`src/rtl/page_replacer.sv`:
```
module page_replacer #(
  parameter int N_FRAMES = 4,
  parameter int PAGE_W   = 8
) (
  input  logic              clk,
  input  logic              rst_n,
  input  logic              ref_valid,
  input  logic [PAGE_W-1:0] ref_page,
  input  logic              ref_write,
  input  logic [1:0]        policy,
  output logic              hit,
  output logic              fault,
  output logic              evict,
  output logic [(N_FRAMES>1 ? $clog2(N_FRAMES) : 1)-1:0] victim,
  output logic [PAGE_W-1:0] evict_page,
  output logic              wb_req
);
  localparam int IW = (N_FRAMES > 1) ? $clog2(N_FRAMES) : 1;
  localparam logic [IW-1:0] OLDEST = IW'(N_FRAMES - 1);

  logic [N_FRAMES-1:0] vld, dty, match;
  logic [PAGE_W-1:0]   pg   [N_FRAMES];
  logic [IW-1:0]       age  [N_FRAMES];
  logic [IW-1:0]       lord [N_FRAMES];
  logic [IW-1:0]       hit_idx, free_idx, pick_idx;
  logic                any_free, any_match;

  for (genvar i = 0; i < N_FRAMES; i++) begin : g_cmp
    assign match[i] = vld[i] && (pg[i] == ref_page);
  end

  always_comb begin
    hit_idx  = '0;
    free_idx = '0;
    pick_idx = '0;
    any_free = 1'b0;
    for (int i = 0; i < N_FRAMES; i++)
      if (match[i]) hit_idx = IW'(i);
    for (int i = N_FRAMES - 1; i >= 0; i--)
      if (!vld[i]) begin
        free_idx = IW'(i);
        any_free = 1'b1;
      end
    for (int i = 0; i < N_FRAMES; i++)
      case (policy)
        2'd0:    if (lord[i] == OLDEST) pick_idx = IW'(i);
        2'd2:    if (age[i] == '0)      pick_idx = IW'(i);
        default: if (age[i] == OLDEST)  pick_idx = IW'(i);
      endcase
  end

  assign any_match  = |match;
  assign hit        = ref_valid && any_match;
  assign fault      = ref_valid && !any_match;
  assign evict      = fault && !any_free;
  assign victim     = any_match ? hit_idx : (any_free ? free_idx : pick_idx);
  assign evict_page = evict ? pg[victim] : '0;
  assign wb_req     = evict && dty[victim];

  always_ff @(posedge clk or negedge rst_n) begin
    if (!rst_n) begin
      vld <= '0;
      dty <= '0;
      for (int i = 0; i < N_FRAMES; i++) begin
        pg[i]   <= '0;
        age[i]  <= '0;
        lord[i] <= '0;
      end
    end else if (ref_valid) begin
      for (int i = 0; i < N_FRAMES; i++)
        if (vld[i] && IW'(i) != victim && (!vld[victim] || age[i] < age[victim]))
          age[i] <= age[i] + 1'b1;
      age[victim] <= '0;
      if (fault) begin
        for (int i = 0; i < N_FRAMES; i++)
          if (vld[i] && IW'(i) != victim && (!vld[victim] || lord[i] < lord[victim]))
            lord[i] <= lord[i] + 1'b1;
        lord[victim] <= '0;
        pg[victim]   <= ref_page;
        vld[victim]  <= 1'b1;
        dty[victim]  <= ref_write;
      end else if (ref_write) begin
        dty[victim] <= 1'b1;
      end
    end
  end

  a_r1_one_outcome: assert property (@(posedge clk) disable iff (!rst_n)
    ref_valid |-> (hit ^ fault));
  a_r1_idle_quiet: assert property (@(posedge clk) disable iff (!rst_n)
    !ref_valid |-> !(hit || fault || evict || wb_req));
  a_r2_hit_no_evict: assert property (@(posedge clk) disable iff (!rst_n)
    hit |-> !(evict || wb_req));
  a_r6_wb_needs_evict: assert property (@(posedge clk) disable iff (!rst_n)
    wb_req |-> (evict && fault));
  a_r10_loaded_hits: assert property (@(posedge clk) disable iff (!rst_n)
    fault |=> ((ref_valid && ref_page == $past(ref_page)) |-> hit));
endmodule

```
`config.mk`:
```
export PLATFORM = sky130hd
export DESIGN_NAME = page_replacer
export DESIGN_NICKNAME = d
export VERILOG_FILES = /design/src/rtl/page_replacer.sv
export SDC_FILE = /design/constraint.sdc
export NUM_CORES = 1
export LEC_CHECK = 0
export BUFFER_PORTS_ARGS = -buffer_cell sky130_fd_sc_hd__buf_4
export CORE_UTILIZATION = 55
export DETAILED_ROUTE_END_ITERATION = 10
export PLACE_DENSITY = 0.82
export SLEW_MARGIN = 20
export SYNTH_ARGS = -nofsm -noshare
export SYNTH_HDL_FRONTEND = slang
export SYNTH_SLANG_ARGS = --single-unit
```
`constraint.sdc`:
```
create_clock -name clk -period 3.7 [get_ports clk]
set_input_delay 0.74 -clock clk [delete_from_list [all_inputs] [get_ports clk]]
set_output_delay 0.74 -clock clk [all_outputs]
set_load 0.005 [all_outputs]
```
==> results.txt <==
Setup ws final: 63.1 ps
Final Hold Fails: 0
DRC violations left: 1
Pwr Total: 4.35 mW
Clock slew seen by the registers of the worst setup and hold paths: 100 ps
DRT Wirelength: 10200 µm
Synthesis-to-layout area growth: 17.6%
Share of the synthesized area in the top cell type: 0.364
Seq pwr share: 0.275
DRT Pass-1 Iters: 8
Post-synth EDFFs: 0
Avg Cell Area, Syn: 9.22 µm²
Final HPWL DP: 7480 µm
Initial antenna violation count: 0
Layout cells sized above 1: 0.304
Failing checks: DRC
Die X: 85.6 µm
Tot GR Track Use: 0.286
Final setup skew: 6.32 ps
Largest net degree at the start of global routing: 57
Top cells by area, synth: dfrtp_1, mux2_2, nand2_1, xnor2_1, nand3_1
Total gr overflow: 0
R2R depth: 11
Pleak: 2.06 nW
WP data required: 2960 ps
Yosys reg bits: 56
Most common cell in the netlist: nand2_1
Total number of yosys warnings: 0
Hold/Removal Path Class: in2async
Final setup vio count: 0
Io pins: 28
Area leader, netlist: dfrtp_1
Status: complete, but fails checks
Slew Viols, Final: 0
GPL Wtd Cong: 0.922
Worst-Skew Late Latency: 310 ps
# hold bufs at CTS: 0
Die area: 7330 µm²
Global-route wire length before repair: 16500 µm
Clock sinks: 56
Die height: 85.6 µm
Post-synth top cells: nand2_1, dfrtp_1, mux2_2
Initial Utilization: 0.569
Number of buffers on the longest clock path: 2
Pre-CTS setup slack: -68.5 ps
FP Rows: 30
Power per cell area: 962 nW/µm²
Clock power share: 0.108
CTS tree: done
Crit share post-route: 0.983
WS Path Type: in2out
Drt initial violations: 235
Num CTS Buffers: 5
FMAX: 0.275 GHz
Average wire per standard cell: 18.6 µm
Net Switching: 1.86 mW
Port buffer count: 27
Htree depth: 2
Detail Route Antenna Nets: 0
Antenna Cells: 0
Crit. End Element: output pin
CP Launch Type: primary input
Dominant synthesized flop cell: dfrtp_1
VDD IR-drop max: 0.496 mV
Int Pwr: 2.49 mW
Yosys cell types: 72
Slew @ Worst Pin: 915 ps
Async S/R FF share, synth: 1.00
Final min period: 3640 ps
Syn nets: 438
Number of global-route vias before repair: 3366
Nets: 492
Mapped Cells: 417
DR vias: 3477
Switching part of the total: 0.428
CP max FO: 8
Drt via density: 6.31
CTS root buf: clkbuf_8
Total core area: 6760 µm²
Comb pwr share: 0.617
Seq/Total Area, Yosys: 0.364
Max cap viols: 0
Critical Path AT: 2900 ps
Syn Std Cell Area: 3840 µm²
Max-Slew Margin vs Limit: 0.388
worst paths after layout:
| check | from | slack, ps | endpoint |
|---|---|---|---|
| worst min register to register | dty[3] | 540 | dty[3] |
| worst max register to register | age[0] | 300 | pg[7] |
| min in group clk | dty[3] | 540 | dty[3] |
| worst min-delay path | rst_n | 450 | age[0] |
| max in group asynchronous | rst_n | 2750 | age[3] |
| worst max-delay path | ref_page[6] | 60 | wb_req |
worst max-delay path, stage by stage:
cell and delay [ps]:
buf_4 150, xnor2_1 180, nand3_1 200, or4_4 580
and3_1 200, nor2_4 140, inv_2 50, and3_1 140
a2111oi_2 350, buf_4 170
placed cells by master (no fill, tap or decap), types with 3 or more instances in the layout:
cell      instances
dfrtp_1          55
nand4_1           7
and3_1           14
ha_1              6
mux2_2           34
maj3_1            4
buf_4            69
o21ai_1           3
inv_2             3
nor2_1           20
o22ai_1           4
xor2_1            8
clkbuf_8          5
nor2b_1           4
nor3_1            9
nand2_1          59
a211o_1           4
o21ai_0          15
a21oi_1          11
mux2i_1           4
nand2b_1          3
nand3_1          24
a211oi_1          3
inv_1            17
xnor2_1          23
logic make-up after synthesis:
logic type,share of synthesized area
mux,0.110
compound gates,0.157
xor+xnor,0.0748
flops,0.364
fa+ha+maj,0.0390
simple gates,0.199
buf+inv,0.0550
metrics by stage:
stage | setup TNS, ps | cell area [µm²] | cells | util | hold WS (ps)
floorplan | 0 | 3840 | 417 | - | 444
global placement | -85.5 | 4290 | 538 | 0.634 | 499
detailed placement | -110 | 4290 | 538 | 0.634 | 494
CTS | 0 | 4430 | 545 | 0.656 | 509
global route | -14.5 | 4520 | 551 | 0.669 | 546
finish | 0 | 4520 | 551 | 0.669 | 450
layer usage:
| metal | routed length, µm | GRT usage | up-vias |
|---|---|---|---|
| met1 | 4310 | 0.359 | 1692 |
| li1 | - | - | 1598 |
| met2 | 4990 | 0.498 | 148 |
| met4 | 414 | 0.132 | 0 |
| met5 | 0 | 0 | - |
| met3 | 513 | 0.0279 | 39 |
repair_timing:
action / in CTS / in global routing
buffers inserted: 0 / 6
gates resized for setup: 4 / 9
endpoints found under the setup margin: 8 / 10
pin swaps: 0 / 6
power by group through the flow:
| stage | combinational (mW) | clock (mW) | sequential (mW) |
|---|---|---|---|
| 4_1_cts | 2.58 | 0.476 | 1.20 |
| 3_3_place_gp | 2.46 | 0 | 1.19 |
| 6_report | 2.69 | 0.469 | 1.20 |
| 3_5_place_dp | 2.54 | 0 | 1.21 |
| 5_1_grt | 2.93 | 0.492 | 1.24 |
| 2_1_floorplan | 1.82 | 0 | 1.12 |
registers in the layout (all words and copies together), names as in the netlist:
name,cells
age,8
dty,4
lord,8
pg,32
vld,4
final cells by class:
cell class	instances	area, µm²
Inverter	21	78.8
Fill cell	532	2230
Timing Repair Buffer	69	518
Clock inverter	2	60.1
Sequential cell	56	1400
Clock buffer	5	68.8
Tap cell	80	100
Multi-Input combinational cell	318	2290
No activity file was read; power rests on OpenSTA's default activity.
